## config.mk

```make
export PLATFORM = sky130hd
export DESIGN_NAME = eeprom_page_ctl
export DESIGN_NICKNAME = d
export VERILOG_FILES = /design/src/rtl/eeprom_page_pkg.sv /design/src/rtl/eeprom_addr_ctr.sv /design/src/rtl/eeprom_page_slots.sv /design/src/rtl/eeprom_wc_seq.sv /design/src/rtl/eeprom_cell_ram.sv /design/src/rtl/eeprom_page_ctl.sv
export SDC_FILE = /design/constraint.sdc
export NUM_CORES = 2
export LEC_CHECK = 0
export CELL_PAD_IN_SITES_DETAIL_PLACEMENT = 1
export CELL_PAD_IN_SITES_GLOBAL_PLACEMENT = 1
export CORE_UTILIZATION = 35
export DETAILED_ROUTE_END_ITERATION = 6
export GPL_TIMING_DRIVEN = 0
export PLACE_DENSITY_LB_ADDON = 0.05
export SLEW_MARGIN = 20
export SYNTH_ARGS = -nofsm -noshare
export SYNTH_HDL_FRONTEND = slang
export SYNTH_MEMORY_MAX_BITS = 65536
export SYNTH_SLANG_ARGS = --single-unit
```

## constraint.sdc

```tcl
create_clock -name clk -period 6.84 [get_ports clk]
set_input_delay 0.684 -clock clk [delete_from_list [all_inputs] [get_ports clk]]
set_output_delay 0.684 -clock clk [all_outputs]
set_load 0.005 [all_outputs]
```

## src/rtl/eeprom_page_pkg.sv

```systemverilog
package eeprom_page_pkg;

    typedef enum logic [1:0] {
        WC_IDLE,
        WC_PROGRAM,
        WC_SETTLE
    } wc_state_t;

endpackage

```

## src/rtl/eeprom_addr_ctr.sv

```systemverilog
module eeprom_addr_ctr #(
    parameter int AW = 9,
    parameter int OW = 4
) (
    input  logic          clk,
    input  logic          rst_n,
    input  logic          load,
    input  logic [AW-1:0] load_val,
    input  logic          step_page,
    input  logic          step_full,
    output logic [AW-1:0] cnt
);
    logic [AW-1:0] cnt_q;
    logic [OW-1:0] low_next;

    assign low_next = cnt_q[OW-1:0] + 1'b1;

    always_ff @(posedge clk or negedge rst_n) begin
        if (!rst_n) begin
            cnt_q <= '0;
        end else if (load) begin
            cnt_q <= load_val;
        end else if (step_page) begin
            cnt_q <= {cnt_q[AW-1:OW], low_next};
        end else if (step_full) begin
            cnt_q <= cnt_q + 1'b1;
        end
    end

    assign cnt = cnt_q;
endmodule

```

## src/rtl/eeprom_page_slots.sv

```systemverilog
module eeprom_page_slots #(
    parameter int OW = 4,
    parameter int DW = 8
) (
    input  logic          clk,
    input  logic          rst_n,
    input  logic          clr,
    input  logic          put,
    input  logic [OW-1:0] put_slot,
    input  logic [DW-1:0] put_data,
    input  logic [OW-1:0] get_slot,
    output logic [DW-1:0] get_data,
    output logic          get_valid,
    output logic          any_valid
);
    localparam int SLOTS = 1 << OW;

    logic [SLOTS-1:0] vld_q;
    logic [DW-1:0]    dat_q [SLOTS];

    for (genvar i = 0; i < SLOTS; i++) begin : g_slot
        always_ff @(posedge clk or negedge rst_n) begin
            if (!rst_n) begin
                vld_q[i] <= 1'b0;
            end else if (clr) begin
                vld_q[i] <= 1'b0;
            end else if (put && put_slot == OW'(i)) begin
                vld_q[i] <= 1'b1;
            end
        end

        always_ff @(posedge clk) begin
            if (put && put_slot == OW'(i)) begin
                dat_q[i] <= put_data;
            end
        end
    end

    assign get_data  = dat_q[get_slot];
    assign get_valid = vld_q[get_slot];
    assign any_valid = |vld_q;
endmodule

```

## src/rtl/eeprom_wc_seq.sv

```systemverilog
module eeprom_wc_seq
    import eeprom_page_pkg::*;
#(
    parameter int OW  = 4,
    parameter int TWR = 625000
) (
    input  logic          clk,
    input  logic          rst_n,
    input  logic          start,
    input  logic          slot_valid,
    output logic          busy,
    output logic          prog_we,
    output logic [OW-1:0] prog_slot,
    output logic          swept
);
    localparam int SLOTS = 1 << OW;
    localparam int TW    = $clog2(TWR + 1);
    localparam logic [TW-1:0] LAST_SLOT = TW'(SLOTS - 1);
    localparam logic [TW-1:0] LAST_TICK = TW'(TWR - 1);

    wc_state_t     state_q, state_d;
    logic [TW-1:0] tmr_q, tmr_d;

    always_comb begin
        state_d = state_q;
        tmr_d   = tmr_q;
        unique case (state_q)
            WC_IDLE: begin
                if (start) begin
                    state_d = WC_PROGRAM;
                    tmr_d   = '0;
                end
            end
            WC_PROGRAM: begin
                tmr_d = tmr_q + 1'b1;
                if (tmr_q == LAST_SLOT) begin
                    state_d = WC_SETTLE;
                end
            end
            WC_SETTLE: begin
                tmr_d = tmr_q + 1'b1;
                if (tmr_q == LAST_TICK) begin
                    state_d = WC_IDLE;
                end
            end
            default: begin
                state_d = WC_IDLE;
            end
        endcase
    end

    always_ff @(posedge clk or negedge rst_n) begin
        if (!rst_n) begin
            state_q <= WC_IDLE;
            tmr_q   <= '0;
        end else begin
            state_q <= state_d;
            tmr_q   <= tmr_d;
        end
    end

    always_comb begin
        busy      = (state_q != WC_IDLE);
        prog_slot = tmr_q[OW-1:0];
        prog_we   = (state_q == WC_PROGRAM) && slot_valid;
        swept     = (state_q == WC_PROGRAM) && (tmr_q == LAST_SLOT);
    end
endmodule

```

## src/rtl/eeprom_cell_ram.sv

```systemverilog
module eeprom_cell_ram #(
    parameter int AW = 9,
    parameter int DW = 8
) (
    input  logic          clk,
    input  logic [AW-1:0] addr,
    input  logic          we,
    input  logic [DW-1:0] wdata,
    input  logic          re,
    output logic [DW-1:0] rdata
);
    localparam int WORDS = 1 << AW;

    logic [DW-1:0] mem [WORDS];

    always_ff @(posedge clk) begin
        if (we) begin
            mem[addr] <= wdata;
        end
        if (re) begin
            rdata <= mem[addr];
        end
    end
endmodule

```

## src/rtl/eeprom_page_ctl.sv

```systemverilog
module eeprom_page_ctl #(
    parameter int AW         = 9,
    parameter int OW         = 4,
    parameter int DW         = 8,
    parameter int TWR_CYCLES = 625000
) (
    input  logic          clk,
    input  logic          rst_n,
    input  logic          addr_load,
    input  logic [AW-1:0] addr_in,
    input  logic          wr_en,
    input  logic [DW-1:0] wr_data,
    input  logic          rd_en,
    output logic [DW-1:0] rd_data,
    input  logic          commit,
    input  logic          wp,
    output logic          busy
);
    localparam int PW = AW - OW;

    logic          idle, ld_ok, wr_ok, rd_ok, commit_ok, start;
    logic [AW-1:0] cnt_q;
    logic [PW-1:0] page_q;
    logic          any_valid, slot_valid, prog_we, swept;
    logic [OW-1:0] prog_slot;
    logic [DW-1:0] slot_data;
    logic [AW-1:0] ram_addr;

    assign idle      = !busy;
    assign ld_ok     = idle && addr_load;
    assign wr_ok     = idle && wr_en && !addr_load;
    assign rd_ok     = idle && rd_en && !addr_load && !wr_en;
    assign commit_ok = idle && commit;
    assign start     = commit_ok && !wp && any_valid;

    always_ff @(posedge clk or negedge rst_n) begin
        if (!rst_n) begin
            page_q <= '0;
        end else if (wr_ok) begin
            page_q <= cnt_q[AW-1:OW];
        end
    end

    eeprom_addr_ctr #(.AW(AW), .OW(OW)) u_ctr (
        .clk       (clk),
        .rst_n     (rst_n),
        .load      (ld_ok),
        .load_val  (addr_in),
        .step_page (wr_ok),
        .step_full (rd_ok),
        .cnt       (cnt_q)
    );

    eeprom_page_slots #(.OW(OW), .DW(DW)) u_slots (
        .clk       (clk),
        .rst_n     (rst_n),
        .clr       (ld_ok || (commit_ok && wp) || swept),
        .put       (wr_ok),
        .put_slot  (cnt_q[OW-1:0]),
        .put_data  (wr_data),
        .get_slot  (prog_slot),
        .get_data  (slot_data),
        .get_valid (slot_valid),
        .any_valid (any_valid)
    );

    eeprom_wc_seq #(.OW(OW), .TWR(TWR_CYCLES)) u_seq (
        .clk        (clk),
        .rst_n      (rst_n),
        .start      (start),
        .slot_valid (slot_valid),
        .busy       (busy),
        .prog_we    (prog_we),
        .prog_slot  (prog_slot),
        .swept      (swept)
    );

    assign ram_addr = busy ? {page_q, prog_slot} : cnt_q;

    eeprom_cell_ram #(.AW(AW), .DW(DW)) u_ram (
        .clk   (clk),
        .addr  (ram_addr),
        .we    (prog_we),
        .wdata (slot_data),
        .re    (rd_ok),
        .rdata (rd_data)
    );
endmodule

```

Yosys cells after proc, flatten, opt, wreduce, memory -nomap -nowiden
Memories as Yosys holds them, arrays and structs flattened. A register that Yosys moved wholly into a read port is not among the register bits.
Cells that the tools add are included.
- flip-flop bits (word level): 52
- memory bits (writable): 4224
- input port bits: 24
- output and inout port bits: 9
- logic and storage cells: 249
- memories: 2
- memories (name ; depth ; width ; read ports ; clocked after Yosys merged registers in ; wr ports ; line ; text):
    u_ram.mem ; 512 ; 8 ; 1 ; 1 ; 1 ; eeprom_cell_ram.sv:14 ; logic [DW-1:0] mem [WORDS];
    u_slots.dat_q ; 16 ; 8 ; 1 ; 0 ; 1 ; eeprom_page_slots.sv:19 ; logic [DW-1:0] dat_q [SLOTS];
- $add $sub $neg: 3
- magnitude comparators: 1
- eq/ne operators: 23
- muxes and demuxes: 123
- reductions and logical operators: 76
- operators with widths (kind ; count):
    8-bit two-way mux ; 15
    8-bit OR reduction ; 15
    1-bit two-way mux ; 82
    4-bit two-way mux ; 15
    20-bit one-hot mux with 2 select lines ; 1
    2-bit nonzero test ; 19
    9-bit two-way mux ; 4
    4-bit == test (second input constant) ; 8
    1-bit logical AND ; 28
    20-bit by 1-bit adder with 20-bit output (second input constant) ; 1
    20-bit == test (second input constant) ; 1
    20-bit by 4-bit == test with 1-bit output (second input constant) ; 1
    20-bit two-way mux ; 1
    4-bit by 3-bit == test with 1-bit output (second input constant) ; 4
    16-bit OR reduction ; 1
    9-bit by 1-bit adder with 9-bit output (second input constant) ; 1
    4-bit by 2-bit == test with 1-bit output (second input constant) ; 2
    2-bit two-way mux ; 3
    2-bit != test (second input constant) ; 3
    2-bit one-hot mux with 3 select lines ; 1
    4-bit by 5-bit less-than comparator with 1-bit output (second input constant) ; 1
    4-bit by 1-bit adder with 4-bit output (second input constant) ; 1
    1-bit binary-select mux with 4-bit select ; 1
    4-bit by 1-bit == test with 1-bit output (second input constant) ; 1
    other kinds (11) ; 16

Longest topological paths before layout
- depth in word-level cells: 23
- mapped depth: 17
- gate-level depth less buffers: 10

Cells and area by module
A second synthesis with hierarchy kept.
- cells, all modules: 8084
- area total of the unflattened synthesis: 166359.6 um^2
- modules (own cells, without submodules) (module ; times used ; cells each ; area an instance (um^2) ; seq. area each (um^2)):
    eeprom_cell_ram ; 1 ; 7575 ; 158439.5 ; 123238.2
    eeprom_page_slots ; 1 ; 293 ; 5786.8 ; 4244.1
    eeprom_wc_seq ; 1 ; 135 ; 1275.0 ; 550.5
    eeprom_addr_ctr ; 1 ; 54 ; 509.2 ; 225.2
    eeprom_page_ctl ; 1 ; 27 ; 349.1 ; 125.1

Least setup slack after synthesis
No wires, ideal clock.
- kind: register -> register
- from: reg u_seq.tmr_q[0]
- to: mem u_ram.mem[0][0], data pin
- library setup time: 0.903 ns
- arrival: 5.182 ns
- setup slack: 0.754 ns
- cell stages (with the launch flop): 6
- path buffers: 3
- path through: dfrtp_1 buf_2 buf_2 buf_1 mux4_2 mux4_2
- cells in the longest elaborated chain, start to end: 1
- ends and longest elaborated chain (item ; line ; text):
    from (decl) ; eeprom_wc_seq.sv:22 ; logic [TW-1:0] tmr_q, tmr_d;
    from (signal assigned) ; eeprom_wc_seq.sv:58 ; tmr_q <= tmr_d;
    memory 16 x 8 bit ; -- ;
    net slot_data[0] ; eeprom_page_ctl.sv:26 ; logic [DW-1:0] slot_data;
    to (decl) ; eeprom_cell_ram.sv:14 ;
The timed path passes the listed nets, and every way through them passes these cells.

Final worst setup path
- from: reg u_seq.state_q[0]
- to: reg u_ram.rdata[2] (read register of u_ram.mem), data pin
- cells in the longest elaborated chain, start to end: 5
- elaborated cells on any way between the ends: 6
- ends and longest elaborated chain (item ; line ; text):
    from (decl) ; eeprom_wc_seq.sv:21 ; wc_state_t state_q, state_d;
    from (signal assigned) ; eeprom_wc_seq.sv:57 ; state_q <= state_d;
    2-bit nonzero test * ; eeprom_wc_seq.sv:63 ; busy = (state_q != WC_IDLE);
    1-bit logical NOT ; eeprom_page_ctl.sv:29 ; assign idle = !busy;
    1-bit logical AND (3 in a row) ; eeprom_page_ctl.sv:32 ; assign rd_ok = idle && rd_en && !addr_load && !wr_en;
    to (decl) ; eeprom_cell_ram.sv:10 ; output logic [DW-1:0] rdata
Mark *: on every way between the ends. The rest lies on a longest branch, timed or not.
A chain may end at the register's enable or synchronous reset.

==> summary.md <==
| Metric | Value |
|---|---|
| Worst slew margin | 0.118 |
| Post-Syn Nets | approximately 8.5k |
| CTS tree | yes |
| Count leader, synth | edfxtp_1 |
| Root Driver | clkbuf_16 |
| Synth warn | 0 |
| Slew Limit Fails | 0 |
| Post-synth EDFFs | 4232 |
| Int Pwr | 64.8 mW |
| 1st-iter DRT viols | 13.4k |
| Final worst slack | -0.286 ns |
| Setup Slack @ Placement | -1.12 ns |
| CTS max path bufs | 4 |
| Most used routing layer | met2 |
| Post-DP HPWL | 494000 µm |
| Max_cap viols | 0 |
| Fin crit period | between 7 and 8 ns |
| Sw power | 50.4 mW |
| Critical path data arrival time | between 7 and 8 ns |
| Syn_area_per_cell | 19.6 µm² |
| Hold WC Path Type | in -> async |
| Port Buf Inserts | 32 |
| GP Congestion | between 0.9 and 1 |
| Syn Inst Count | 8439 |
| Final setup fails | 38 |
| Share of power burned in combinational logic | 0.465 |
| Most used DFF post-synth | edfxtp_1 |
| Setup CP Type | reg -> reg |
| Area Growth Syn to Fin | 17.0% |
| Clk slew on worst S/H paths | 0.06 ns |
| Fin crit share | 1.04 |
| Sequential share of power | 0.317 |
| Drt first pass iters | 7 |
| Die Area | roughly 480000 µm² |
| Synth async-reset ratio | 0.0121 |
| Sequential element share of the synthesized area | 0.776 |
| Die Ht | roughly 690 µm |
| Peak supply drop | 421 µV |
| Final number of hold-violating endpoints | 0 |
| Status | finished, violations left |
| Fin nets | about 9k |
| Core Area | around 470000 µm² |
| Routed len/inst | around 44 µm |
| Num CTS Buffers | 478 |
| Via count | 93.7k |
| Total Routing Usage GR | 0.292 |
| Largest net degree at the start of global routing | 80 |
| First-pass GRT wire length | 909000 µm |
| Cell area power density | between 500 and 600 nW/µm² |
| Area of the mapped netlist | 165000 µm² |
| Die Width | 689 µm |
| Htree depth | 5 |
| Failing checks | negative setup slack |
| Worst Tran Pin Value | approximately 1.3 ns |
| Worst clock skew | 0.0638 ns |
| Worst Path Required | 7.45 ns |
| #FFs+latches synth | approximately 4.3k |
| Share of the synthesized area in the top cell type | 0.768 |
| FP Rows | 252 |
| GRT met2 Usage | 0.448 |
| I/O pins | 33 |
| Vias per std cell | around 6 |
| Post-route ant nets | 0 |
| Sink Count | 4284 |
| Setup Buffers After CTS | 0 |
| Drc violations | 0 |
| Number of global-route vias before repair | 93.0k |
| Worst reg2reg path depth | 14 |
| Share of cells above drive strength 1 | 0.237 |
| Met1 Track Usage GR | 0.408 |
| Clk Latency, worst-skew pair | 1.07 ns |
| Cell variety after synth | 63 |
| LEAKAGE | roughly 61 nW |
| Initial antenna violation count | 110 |
| Clock Power Share | 0.218 |
| Startpoint types | register |
| Leading cell types by count after synthesis | 4232 x edfxtp_1, 828 x mux4_2, 660 x nand2_1, 574 x nor2_1, 486 x a21oi_1 |
| Most area-consuming cells after synthesis | edfxtp_1 77%, mux4_2 11%, nand2_1 1.5%, a21oi_1 1.5%, a22oi_1 1.5% |
| Initial Util | 0.351 |
| CP endpoint kind | register |
| Sw frac | 0.437 |
| Met3 Usage GRT | 0.0549 |
| Util after Layout | 0.411 |
| Final wirelength | 703000 µm |
| Synth area leader | edfxtp_1 |
| CP Max Fanout | 10 |
| Grt ovf | 0 |
| F_max | 0.140 GHz |
## state kept, by name, indices dropped and copies added (netlist names)
name / cells
u_seq.tmr_q: 20
page_q: 5
u_seq.state_q: 2
u_ram.rdata: 8
u_slots.vld_q: 16
u_slots.dat_q: 128
u_ctr.cnt: 9
u_ram.mem: 4096
## metrics by stage
stage	total power, mW	hold WS [ns]	std cells	TNS [ns]	cell area (µm²)
2_1_floorplan	60.3	0.388	8439	0	165000
3_3_place_gp	79.1	0.500	14700	-	174000
3_5_place_dp	89.7	0.509	14900	-616.71	178000
4_1_cts	115	0.199	15800	0	193000
5_1_grt	117	0.281	15800	-0.000943	193000
6_report	115	0.252	15800	-1.40	193000
## worst max-delay path, stage by stage, from the launching register on
cell      delay [ns]
dfrtp_1         0.37
inv_1           0.09
ha_1            0.20
buf_4           0.16
and3b_1         0.18
clkbuf_1        0.32
o21ai_4         0.79
buf_2           0.75
clkbuf_1        0.86
o22ai_1         0.23
nor4_1          0.93
o22ai_1         0.40
o21ai_0         0.40
and4_1          0.55
nand4_1         0.42
## layer usage
layer  wire (µm)  share of wire
met1      293000           0.42
met5         397        0.00056
met3       58400          0.083
met4       32700          0.047
met2      318000           0.45
## path summary, 6_finish.rpt
path                       slack [ns]                       endpoint                           from
min in group clk                 0.29       u_ctr.cnt[0]$_DFFE_PN0P_                     addr_in[0]
max reg2reg                     -0.29       u_ram.rdata[2]$_DFFE_PP_   u_seq.state_q[0]$_DFFE_PN0P_
max in group asynchronous        6.08     u_seq.tmr_q[5]$_DFFE_PN0P_                          rst_n
min reg2reg                      0.52  u_slots.vld_q[14]$_DFFE_PN0P_  u_slots.vld_q[14]$_DFFE_PN0P_
min                              0.25     u_seq.tmr_q[9]$_DFFE_PN0P_                          rst_n
max                             -0.29       u_ram.rdata[2]$_DFFE_PP_   u_seq.state_q[0]$_DFFE_PN0P_
## placed cells by master, fill, tap and decap left out, types with 11 or more instances in the layout
master           Yosys  final
a22o_1              60     60
clkdlybuf4s50_1      0     31
clkbuf_2             0    107
edfxtp_1          4232   4232
dfrtp_1             52     52
buf_2              167    165
o22ai_1            113    112
buf_12               0     59
buf_4               44     76
buf_6               54     56
or4_1               20     20
mux2i_1            194    194
a22oi_1            321    321
nor2_2               0    153
nor2_1             574    416
nand4_1             13     13
clkbuf_16            0    488
o21a_1              16     16
xor2_1              13     13
nand3_1             15     15
clkinv_1             0    134
nor4_1              81     79
bufinv_16            0     30
mux4_2             828    820
clkinv_2             0     85
nand2_1            660    660
o41ai_2              7     22
clkbuf_1           239    240
buf_1               37     18
a21oi_1            486    486
clkbuf_4             0     11
buf_16               0     93
o21ai_0             26     23
diode_2              0     46
o41ai_1             46     29
## power by group through the flow
stage	sequential, mW	combinational [mW]	clock [mW]
global placement	35.1	44.0	0
floorplan	38.8	21.5	0
detailed placement	37.0	52.7	0
global route	36.5	53.9	26.2
CTS	36.5	52.9	25.4
finish	36.5	53.5	25.1
## logic make-up (layout without fill, tap and decap cells)
| logic type | count (synthesis) | count (layout) | synth area share |
|---|---|---|---|
| AO/OA/AOI/OAI | 1138 | 1138 | 0.0449 |
| XOR/XNOR | 16 | 16 | 0.000847 |
| adder cells (fa/ha/maj) | 9 | 9 | 0.000681 |
| buffers and inverters | 550 | 1643 | 0.0172 |
| flip-flops | 4284 | 4284 | 0.776 |
| multiplexers | 1034 | 1034 | 0.125 |
| other | 0 | 46 | 0 |
| AND/OR/NAND/NOR | 1408 | 1408 | 0.0348 |
## layout make-up
cell class                 count  area, µm²
fill                       44400     277000
sequential                  4284     128000
multi-input combinational   3605      34900
clock buffer                 608      12700
tap                         6223       7790
timing repair buffer         212       4340
buffer                       538       3040
clock inverter               276       2210
antenna                       46        115
inverter                       9       33.8
## what timing repair did
| item | 4_1_cts | 5_1_grt |
|---|---|---|
| hold buffers | 1 | 0 |
| resized for setup | 61 | 17 |
| setup endpoints to repair | 1167 | 119 |
| endpoints found under the hold margin | 52 | 0 |
| pin swaps | 2 | 0 |
Power figures use the tool's default switching activity.
